--- config.mk ---
export PLATFORM = sky130hd
export DESIGN_NAME = flash_map_loader
export DESIGN_NICKNAME = d
export VERILOG_FILES = /design/src/rtl/flm_pkg.sv /design/src/rtl/flm_req_check.sv /design/src/rtl/flm_burst_seq.sv /design/src/rtl/flm_table.sv /design/src/rtl/flash_map_loader.sv
export SDC_FILE = /design/constraint.sdc
export NUM_CORES = 1
export LEC_CHECK = 0
export BUFFER_PORTS_ARGS = -buffer_cell sky130_fd_sc_hd__buf_4
export CAP_MARGIN = 20
export CORE_ASPECT_RATIO = 0.5
export CORE_UTILIZATION = 61
export CTS_CLUSTER_SIZE = 30
export DETAILED_ROUTE_END_ITERATION = 8
export GPL_TIMING_DRIVEN = 0
export PLACE_DENSITY = 0.78
export SLEW_MARGIN = 0
export SYNTH_ARGS = -nofsm -noshare
export SYNTH_HDL_FRONTEND = slang
export SYNTH_SLANG_ARGS = --single-unit
export TNS_END_PERCENT = 1
--- constraint.sdc ---
create_clock -name clk -period 4.7 [get_ports clk]
set_input_delay 0.94 -clock clk [delete_from_list [all_inputs] [get_ports clk]]
set_output_delay 0.94 -clock clk [all_outputs]
set_load 0.005 [all_outputs]
--- src/rtl/flm_pkg.sv ---
package flm_pkg;

  typedef enum logic [2:0] {
    ST_OK     = 3'd0,
    ST_ALIGN  = 3'd1,
    ST_PID    = 3'd2,
    ST_PSIZE  = 3'd3,
    ST_TABLE  = 3'd4,
    ST_VRANGE = 3'd5
  } flm_status_e;

endpackage

--- src/rtl/flm_req_check.sv ---
module flm_req_check
  import flm_pkg::*;
#(
  parameter int VADDR_W    = 32,
  parameter int PADDR_W    = 24,
  parameter int PID_W      = 4,
  parameter int PSIZE_W    = 8,
  parameter int CNT_W      = 7,
  parameter int IDX_W      = 6,
  parameter int PAGE_SHIFT = 16,
  parameter int PAGE_KB    = 64,
  parameter int MAX_PID    = 7,
  parameter logic [VADDR_W-1:0] VWIN_BASE = 32'h3F40_0000
) (
  input  logic [VADDR_W-1:0] vaddr_i,
  input  logic [PADDR_W-1:0] paddr_i,
  input  logic [PID_W-1:0]   pid_i,
  input  logic [PSIZE_W-1:0] psize_i,
  input  logic [CNT_W-1:0]   count_i,
  output flm_status_e        status_o,
  output logic [IDX_W-1:0]   idx_o
);

  localparam int WIN_LSB = PAGE_SHIFT + IDX_W;
  localparam logic [CNT_W:0] DEPTH = (CNT_W+1)'(1 << IDX_W);

  logic misaligned, pid_bad, psize_bad, table_bad, window_bad;
  logic [CNT_W:0] run_end;

  always_comb begin
    idx_o      = vaddr_i[PAGE_SHIFT +: IDX_W];
    misaligned = (|vaddr_i[PAGE_SHIFT-1:0]) | (|paddr_i[PAGE_SHIFT-1:0]);
    pid_bad    = pid_i > PID_W'(MAX_PID);
    psize_bad  = psize_i != PSIZE_W'(PAGE_KB);
    run_end    = (CNT_W+1)'(idx_o) + (CNT_W+1)'(count_i);
    table_bad  = run_end > DEPTH;
    window_bad = vaddr_i[VADDR_W-1:WIN_LSB] != VWIN_BASE[VADDR_W-1:WIN_LSB];

    if (misaligned)      status_o = ST_ALIGN;
    else if (pid_bad)    status_o = ST_PID;
    else if (psize_bad)  status_o = ST_PSIZE;
    else if (table_bad)  status_o = ST_TABLE;
    else if (window_bad) status_o = ST_VRANGE;
    else                 status_o = ST_OK;
  end

endmodule

--- src/rtl/flm_burst_seq.sv ---
module flm_burst_seq
  import flm_pkg::*;
#(
  parameter int CPU_W  = 1,
  parameter int IDX_W  = 6,
  parameter int PPN_W  = 8,
  parameter int TAG_W  = 3,
  parameter int CNT_W  = 7
) (
  input  logic              clk,
  input  logic              rst,
  input  logic              accept_i,
  input  flm_status_e       check_i,
  input  logic [IDX_W-1:0]  idx_i,
  input  logic [PPN_W-1:0]  ppn_i,
  input  logic [TAG_W-1:0]  tag_i,
  input  logic [CPU_W-1:0]  cpu_i,
  input  logic [CNT_W-1:0]  count_i,
  output logic              busy_o,
  output logic              done_o,
  output flm_status_e       status_o,
  output logic              wr_en_o,
  output logic [CPU_W-1:0]  wr_cpu_o,
  output logic [IDX_W-1:0]  wr_idx_o,
  output logic [TAG_W+PPN_W-1:0] wr_data_o
);

  logic              busy_q, done_q;
  flm_status_e       status_q;
  logic [CNT_W-1:0]  left_q;
  logic [IDX_W-1:0]  idx_q;
  logic [PPN_W-1:0]  ppn_q;
  logic [TAG_W-1:0]  tag_q;
  logic [CPU_W-1:0]  cpu_q;

  always_ff @(posedge clk) begin
    if (rst) begin
      busy_q   <= 1'b0;
      done_q   <= 1'b0;
      status_q <= ST_OK;
      left_q   <= '0;
      idx_q    <= '0;
      ppn_q    <= '0;
      tag_q    <= '0;
      cpu_q    <= '0;
    end else begin
      done_q <= 1'b0;
      if (busy_q) begin
        idx_q  <= idx_q + 1'b1;
        ppn_q  <= ppn_q + 1'b1;
        left_q <= left_q - 1'b1;
        if (left_q == CNT_W'(1)) begin
          busy_q   <= 1'b0;
          done_q   <= 1'b1;
          status_q <= ST_OK;
        end
      end else if (accept_i) begin
        if (check_i != ST_OK || count_i == '0) begin
          done_q   <= 1'b1;
          status_q <= check_i;
        end else begin
          busy_q <= 1'b1;
          left_q <= count_i;
          idx_q  <= idx_i;
          ppn_q  <= ppn_i;
          tag_q  <= tag_i;
          cpu_q  <= cpu_i;
        end
      end
    end
  end

  assign busy_o    = busy_q;
  assign done_o    = done_q;
  assign status_o  = status_q;
  assign wr_en_o   = busy_q;
  assign wr_cpu_o  = cpu_q;
  assign wr_idx_o  = idx_q;
  assign wr_data_o = {tag_q, ppn_q};

  // last write of a burst ends the stall and raises done
  a_r8_burst_end: assert property (@(posedge clk) disable iff (rst)
    (busy_q && left_q == CNT_W'(1)) |=> (!busy_q && done_q));
  // no result strobe while entries are still being written
  a_r9_no_done_busy: assert property (@(posedge clk) disable iff (rst)
    busy_q |-> !done_q);
  // consecutive writes walk consecutive entries and pages
  a_r7_step: assert property (@(posedge clk) disable iff (rst)
    (busy_q && $past(busy_q)) |->
      (idx_q == $past(idx_q) + 1'b1 && ppn_q == $past(ppn_q) + 1'b1));

endmodule

--- src/rtl/flm_table.sv ---
module flm_table #(
  parameter int IDX_W   = 6,
  parameter int ENTRY_W = 11
) (
  input  logic               clk,
  input  logic               we_i,
  input  logic [IDX_W-1:0]   waddr_i,
  input  logic [ENTRY_W-1:0] wdata_i,
  input  logic [IDX_W-1:0]   raddr_i,
  output logic [ENTRY_W-1:0] rdata_o
);

  localparam int DEPTH = 1 << IDX_W;

  logic [ENTRY_W-1:0] mem [DEPTH];

  always_ff @(posedge clk) begin
    if (we_i) mem[waddr_i] <= wdata_i;
    rdata_o <= mem[raddr_i];
  end

endmodule

--- src/rtl/flash_map_loader.sv ---
module flash_map_loader
  import flm_pkg::*;
#(
  parameter int NUM_CPU    = 2,
  parameter int VADDR_W    = 32,
  parameter int PADDR_W    = 24,
  parameter int PID_W      = 4,
  parameter int PSIZE_W    = 8,
  parameter int IDX_W      = 6,
  parameter int PAGE_SHIFT = 16,
  parameter int PAGE_KB    = 64,
  parameter int MAX_PID    = 7,
  parameter logic [31:0] VWIN_BASE = 32'h3F40_0000,
  localparam int CPU_W   = (NUM_CPU > 1) ? $clog2(NUM_CPU) : 1,
  localparam int CNT_W   = IDX_W + 1,
  localparam int PPN_W   = PADDR_W - PAGE_SHIFT,
  localparam int TAG_W   = $clog2(MAX_PID + 1),
  localparam int ENTRY_W = TAG_W + PPN_W
) (
  input  logic               clk,
  input  logic               rst,
  input  logic               req_valid,
  output logic               req_ready,
  input  logic [CPU_W-1:0]   req_cpu,
  input  logic [PID_W-1:0]   req_pid,
  input  logic [VADDR_W-1:0] req_vaddr,
  input  logic [PADDR_W-1:0] req_paddr,
  input  logic [PSIZE_W-1:0] req_psize,
  input  logic [CNT_W-1:0]   req_count,
  output logic               done,
  output logic [2:0]         status,
  output logic               stall,
  input  logic [CPU_W-1:0]   rd_cpu,
  input  logic [IDX_W-1:0]   rd_idx,
  output logic [ENTRY_W-1:0] rd_data
);

  flm_status_e        check_st, seq_st;
  logic [IDX_W-1:0]   start_idx;
  logic               busy, accept;
  logic               wr_en;
  logic [CPU_W-1:0]   wr_cpu;
  logic [IDX_W-1:0]   wr_idx;
  logic [ENTRY_W-1:0] wr_data;
  logic [CPU_W-1:0]   rd_cpu_q;
  logic [ENTRY_W-1:0] tbl_rdata [NUM_CPU];

  assign req_ready = !busy;
  assign accept    = req_valid && req_ready;

  flm_req_check #(
    .VADDR_W(VADDR_W), .PADDR_W(PADDR_W), .PID_W(PID_W), .PSIZE_W(PSIZE_W),
    .CNT_W(CNT_W), .IDX_W(IDX_W), .PAGE_SHIFT(PAGE_SHIFT), .PAGE_KB(PAGE_KB),
    .MAX_PID(MAX_PID), .VWIN_BASE(VADDR_W'(VWIN_BASE))
  ) u_check (
    .vaddr_i(req_vaddr), .paddr_i(req_paddr), .pid_i(req_pid),
    .psize_i(req_psize), .count_i(req_count),
    .status_o(check_st), .idx_o(start_idx)
  );

  flm_burst_seq #(
    .CPU_W(CPU_W), .IDX_W(IDX_W), .PPN_W(PPN_W), .TAG_W(TAG_W), .CNT_W(CNT_W)
  ) u_seq (
    .clk(clk), .rst(rst), .accept_i(accept), .check_i(check_st),
    .idx_i(start_idx), .ppn_i(req_paddr[PADDR_W-1:PAGE_SHIFT]),
    .tag_i(req_pid[TAG_W-1:0]), .cpu_i(req_cpu), .count_i(req_count),
    .busy_o(busy), .done_o(done), .status_o(seq_st),
    .wr_en_o(wr_en), .wr_cpu_o(wr_cpu), .wr_idx_o(wr_idx), .wr_data_o(wr_data)
  );

  for (genvar g = 0; g < NUM_CPU; g++) begin : g_tbl
    flm_table #(.IDX_W(IDX_W), .ENTRY_W(ENTRY_W)) u_tbl (
      .clk(clk),
      .we_i(wr_en && wr_cpu == CPU_W'(g)),
      .waddr_i(wr_idx), .wdata_i(wr_data),
      .raddr_i(rd_idx), .rdata_o(tbl_rdata[g])
    );
  end

  always_ff @(posedge clk) begin
    if (rst) rd_cpu_q <= '0;
    else     rd_cpu_q <= rd_cpu;
  end

  assign rd_data = tbl_rdata[rd_cpu_q];
  assign status  = seq_st;
  assign stall   = busy;

  // the request channel is closed during a write burst
  a_r9_ready_low: assert property (@(posedge clk) disable iff (rst)
    stall |-> !req_ready);
  // a rejected request never starts a burst
  a_r1_reject_no_write: assert property (@(posedge clk) disable iff (rst)
    (accept && check_st != ST_OK) |=> (!stall && done && status != 3'd0));
  // stall only falls together with a done strobe
  a_r8_release: assert property (@(posedge clk) disable iff (rst)
    $fell(stall) |-> done);
  // a reported error code is one of the defined values
  a_r6_code_range: assert property (@(posedge clk) disable iff (rst)
    done |-> status <= 3'd5);

endmodule

==> reports/results.tsv, run 1 <==
metric	value	unit
status	finished clean	
Num CTS Buffers	118	
clock skew	28.2	ps
Clock Root Buffer	clkbuf_16	
via count	28992	
RSZ-0062 raised after global routing	false	
PD cells	400	nW/um2
reg-to-reg setup timing slack	560	ps
Lkg Pwr	21.5	nW
R2R Path Start	u_seq.wr_idx_o[1]	
Die H	217	um
maximum VDD drop	350	uV
DRC Markers	0	
Post-Synthesis Cells	2449	
DP Worst Slack	-371	ps
FF-to-FF End	g_tbl[0].u_tbl.mem[39][2]	
full die area	93900	um2
clock buffer depth	3	
global route total overflow	0	
Max-Cap Viols	0	
WL final	151	mm
Final GP Congestion	0.912	
Seq/Total Area, Yosys	0.767	
min-delay worst type	in -> reg	
Initial DRT Pass Iterations	5	
Netlist cell types	60	
Endpoint, Worst Hold	u_seq.tag_q[0]	
crit share post-route	0.947	
flops & latches, synth	1461	
WP data arrival	5060	ps
Die X	432	um
fin crit period	4450	ps
CTS Sinks	1461	
Hold Fails Final Rpt	0	
post-CTS setup buffers	0	
Worst Hold Slack	445	ps
Buffers on Ports	98	
WL per Instance	36.8	um
vias in the first global route	28725	
worst path cell trace	clkbuf_1 -> clkbuf_1 -> clkbuf_1 -> mux4_2 -> mux4_2 -> mux4_2	
Hold-fix buffers, CTS	0	
Synth Area per Inst	23.1	um2
main flop type after synthesis	edfxtp_1	
via/cell ratio	7.09	
dpl cell area	59400	um2
worst-skew pair later-pin latency	740	ps
Max Slew Vio Count	0	
setup TNS	0	ps
largest area contributor in the netlist	edfxtp_1	
WP data required	5310	ps
Final WS setup	249	ps
commonest cells after routing, fill and taps aside	edfxtp_1, mux4_2, nor2_1	
post-synthesis cell area	56500	um2
row count	78	
Synth area leaders	edfxtp_1, mux4_2, dfxtp_1	
commonest non-fill, non-tap cell in the layout	edfxtp_1	
first-pass GRT wire length	210	mm
fillers	5001	
Worst setup SP type	primary input	
HPWL Detailed	89.5	mm
# setup viols final	0	
Worst path slowest cell	clkbuf_1	
# H-tree levels	3	
CTS tree	done	
endpoint class of the critical path	register	
Core ar.	91200	um2
Slew Limit Headroom	0.176	
Area Growth Syn to Fin	13.0	%
initial antenna violation count	9	
final design utilization	0.700	
layout cells sized above 1	0.313	
Largest stage delay, worst path	950	ps
crit path max fanout	10	
worst setup path category	in -> reg	
fraction of registers with async set/reset	0	
hold path cells	3	
Synth top area share	0.749	
R2R depth	5	
worst slew pin tran	1240	ps
maximum number of pins on one net before global-route repair	96	
Global Route Usage Sum	0.327	
total area of sequential cells	43400	um2
area of the multi-input gates	12500	um2
initial core utilization	0.620	
1st-iter DRT viols	4381	
Post-synth EDFFs	1408	
clk slew on worst S/H paths	60	ps
CTS resizes	0	
hold path start	req_pid[0]	
Syn Nets	2546	
Routed Antenna Nets	0	
Peak Freq	225	MHz
Yosys warnings	0	
final instance area	63800	um2
I/O pins	103	
final net count	2842	
==> layer usage <==
layer  vias to the layer above  track usage  routed length (um)
met1                     14881        0.456               52300
met2                      2724        0.485               68100
met5                         -            0                  55
li1                      11036            -                   -
met4                         4        0.112                5870
met3                       347        0.121               24200
==> critical path: cells and delay by family <==
family / cells / cell delay (ps)
buffers and inverters: 3 / 2480
multiplexers: 3 / 1600
==> worst max-delay path by stage <==
| stage | from | endpoint | slack, ps | depth (start not counted) |
|---|---|---|---|---|
| 3_5_place_dp | rd_idx[1] | g_tbl[0].u_tbl.rdata_o[2] | -370 | 6 |
| 2_1_floorplan | req_vaddr[16] | u_seq.ppn_q[5] | 1440 | 11 |
| 6_report | rd_idx[1] | g_tbl[0].u_tbl.rdata_o[2] | 250 | 6 |
| 4_1_cts | rd_idx[1] | g_tbl[0].u_tbl.rdata_o[2] | 380 | 6 |
| 3_3_place_gp | u_seq.ppn_q[0] | u_seq.ppn_q[6] | -390 | 6 |
| 5_1_grt | rd_idx[1] | g_tbl[0].u_tbl.rdata_o[2] | 270 | 6 |
==> cells in the mapped netlist, drive strengths merged, types with 3 or more instances <==
library cell and number:
a211oi 5, a21oi 15, a31oi 8, and3 3
buf 47, clkbuf 84, dfxtp 53, edfxtp 1408
ha 10, inv 20, mux2 11, mux2i 5
mux4 462, nand2 31, nand2b 3, nand3 18
nand3b 3, nand4 5, nor2 163, nor3 5
nor4 13, o2111ai 4, o211a 4, o211ai 3
o21a 3, o21ai 12, o2bb2ai 3, or3 9
xnor2 6
==> registers in the layout (all words and copies together), names as in the netlist <==
register	cells
g_tbl.u_tbl.mem	1408
g_tbl.u_tbl.rdata_o	22
u_seq.ppn_q	8
u_seq.left_q	7
u_seq.wr_idx_o	6
u_seq.status_o	3
u_seq.tag_q	3
rd_cpu_q	1
u_seq.busy_o	1
u_seq.done_o	1
u_seq.wr_cpu_o	1
==> per-stage QoR <==
stage               total power, mW  instances
finish                         25.5       4089
global route                   26.0       4087
CTS                            25.5       4047
detailed placement             15.3       3825
global placement               15.3       3787
floorplan                      14.9       2449
==> power by group <==
group          switching (mW)  total [mW]  internal [mW]
Clock                    4.71        10.5           5.76
Sequential             0.0107        14.1           14.0
Combinational           0.530       0.980          0.450
Total                    5.25        25.5           20.3
==> cell type report <==
cell class,instances,area share
Inverter,20,0.00118
Antenna cell,2,0.0000784
Sequential cell,1461,0.680
Buffer,131,0.00874
Tap cell,1240,0.0243
Timing Repair Buffer,176,0.0270
Multi-Input combinational cell,837,0.196
Clock buffer,148,0.0506
Clock inverter,74,0.0124
==> cells by family (layout without fill, tap and decap cells) <==
group,count (synthesis),in the layout,share of synthesized area
AOI/OAI and AO/OA,75,75,0.00953
other,0,2,0
DFF,1461,1461,0.767
and+or+nand+nor,267,267,0.0210
adders and majority gates,11,11,0.00257
buffers and inverters,151,549,0.0112
muxes,478,478,0.187
xor gates and xnor gates,6,6,0.000931
No activity file was read; power rests on OpenSTA's default activity.
==> run 2, diff against run 1 <==
--- a/config.mk
+++ b/config.mk
@@ -8,11 +8,12 @@
 export BUFFER_PORTS_ARGS = -buffer_cell sky130_fd_sc_hd__buf_4
 export CAP_MARGIN = 20
 export CORE_ASPECT_RATIO = 0.5
-export CORE_UTILIZATION = 61
+export CORE_UTILIZATION = 60
 export CTS_CLUSTER_SIZE = 30
 export DETAILED_ROUTE_END_ITERATION = 8
 export GPL_TIMING_DRIVEN = 0
-export PLACE_DENSITY = 0.78
+export PLACE_DENSITY = 0.77
+export RECOVER_POWER = 100
 export SLEW_MARGIN = 0
 export SYNTH_ARGS = -nofsm -noshare
 export SYNTH_HDL_FRONTEND = slang
==> reports/results.tsv, run 2 (synthesized netlist as in run 1, its figures left out) <==
metric	value	unit
status	finished with violations	
violated checks	capacitance limit, slew limit	
clock buffer depth	3	
Slew Limit Headroom	-0.849	
Lkg Pwr	21.1	nW
Num CTS Buffers	118	
global route total overflow	0	
commonest cells after routing, fill and taps aside	edfxtp_1, mux4_2, clkbuf_1	
Switching Fraction	0.206	
min-delay worst type	in -> reg	
initial core utilization	0.607	
row count	79	
Clock Root Buffer	clkbuf_16	
WL per Instance	36.0	um
R2R depth	6	
Initial DRT Pass Iterations	6	
Routed Antenna Nets	0	
Int Pwr	19.9	mW
vias in the first global route	28450	
Hold-fix buffers, CTS	0	
worst-skew pair later-pin latency	740	ps
post-CTS setup buffers	0	
clk slew on worst S/H paths	70	ps
setup TNS	0	ps
1st-iter DRT viols	4606	
DRC Markers	0	
Die X	436	um
via count	28801	
maximum number of pins on one net before global-route repair	99	
clock share of power	0.400	
Die H	219	um
WL final	147	mm
layout cells sized above 1	0.277	
CTS resizes	0	
Worst setup SP type	primary input	
total power	25.1	mW
Final GP Congestion	0.882	
commonest non-fill, non-tap cell in the layout	edfxtp_1	
hold path cells	2	
Largest Register	g_tbl.u_tbl.mem	
first-pass GRT wire length	206	mm
Global Route Usage Sum	0.312	
maximum VDD drop	295	uV
Peak Freq	230	MHz
via/cell ratio	7.03	
dpl cell area	59500	um2
clock skew	28.2	ps
crit share post-route	0.926	
final instance area	63100	um2
endpoint class of the critical path	register	
# setup viols final	0	
full die area	95400	um2
worst setup path category	in -> reg	
Reg power frac	0.561	
fin crit period	4350	ps
Worst Hold Slack	434	ps
HPWL Detailed	89.6	mm
PD cells	398	nW/um2
CTS tree	done	
CTS Sinks	1461	
Core ar.	93100	um2
initial antenna violation count	15	
# H-tree levels	3	
I/O pins	103	
RSZ-0062 raised after global routing	false	
Max Slew Vio Count	1137	
Hold Fails Final Rpt	0	
WP data arrival	4970	ps
WP data required	5320	ps
net switching power	5.17	mW
number of flip-flops in the largest register	1408	
fillers	5505	
Buffers on Ports	98	
Logic pwr share	0.039	
Max-Cap Viols	17	
biggest regs	g_tbl.u_tbl.mem x1408, g_tbl.u_tbl.rdata_o x22, u_seq.ppn_q x8	
Area Growth Syn to Fin	11.7	%
crit path max fanout	10	
final net count	2837	
worst slew pin tran	2770	ps
-- run 2: layout make-up --
type	instances	area, um2	share of cell area
Sequential cell	1461	43300	0.687
Multi-Input combinational cell	837	12500	0.198
Clock buffer	159	3300	0.0524
Tap cell	1255	1570	0.0249
Timing Repair Buffer	171	1200	0.0190
Buffer	131	556	0.00881
Clock inverter	61	533	0.00845
Inverter	20	75.1	0.00119
Antenna cell	4	10.0	0.000159
-- run 2: through the flow --
stage | util | cells | worst slack [ps]
2_1_floorplan | - | 2449 | 1440
3_3_place_gp | 0.631 | 3802 | -554
3_5_place_dp | 0.639 | 3844 | -212
4_1_cts | 0.680 | 4064 | 484
5_1_grt | 0.677 | 4095 | 464
6_report | 0.677 | 4099 | 350
-- run 2: layer usage --
metal / up-vias / wire length [um] / track usage
met5: - / 152 / 0
met3: 402 / 22000 / 0.0989
met2: 2437 / 66900 / 0.472
met4: 16 / 6570 / 0.111
li1: 11014 / - / -
met1: 14932 / 51800 / 0.438
-- run 2: path summary, 6_finish.rpt --
| check | from | end | slack [ps] |
|---|---|---|---|
| setup / recovery | rd_idx[1] | g_tbl[0].u_tbl.rdata_o[2] | 350 |
| hold reg to reg | u_seq.status_o[0] | u_seq.status_o[0] | 480 |
| setup reg to reg | u_seq.wr_idx_o[1] | g_tbl[0].u_tbl.mem[2][4] | 730 |
| hold / removal | req_vaddr[18] | u_seq.wr_idx_o[2] | 430 |
-- run 2: power groups by stage --
stage	sequential, mW	combinational [mW]	clock [mW]
6_report	14.1	0.978	10.0
5_1_grt	14.1	1.01	10.5
4_1_cts	14.1	0.972	10.0
3_5_place_dp	14.4	0.955	0
3_3_place_gp	14.4	0.934	0
2_1_floorplan	14.3	0.577	0
-- run 2: worst max-delay path: stages --
cell and delay [ps]:
clkbuf_1 610, clkbuf_1 560, buf_8 260, clkbuf_1 940
mux4_2 470, mux4_2 650, mux4_2 500
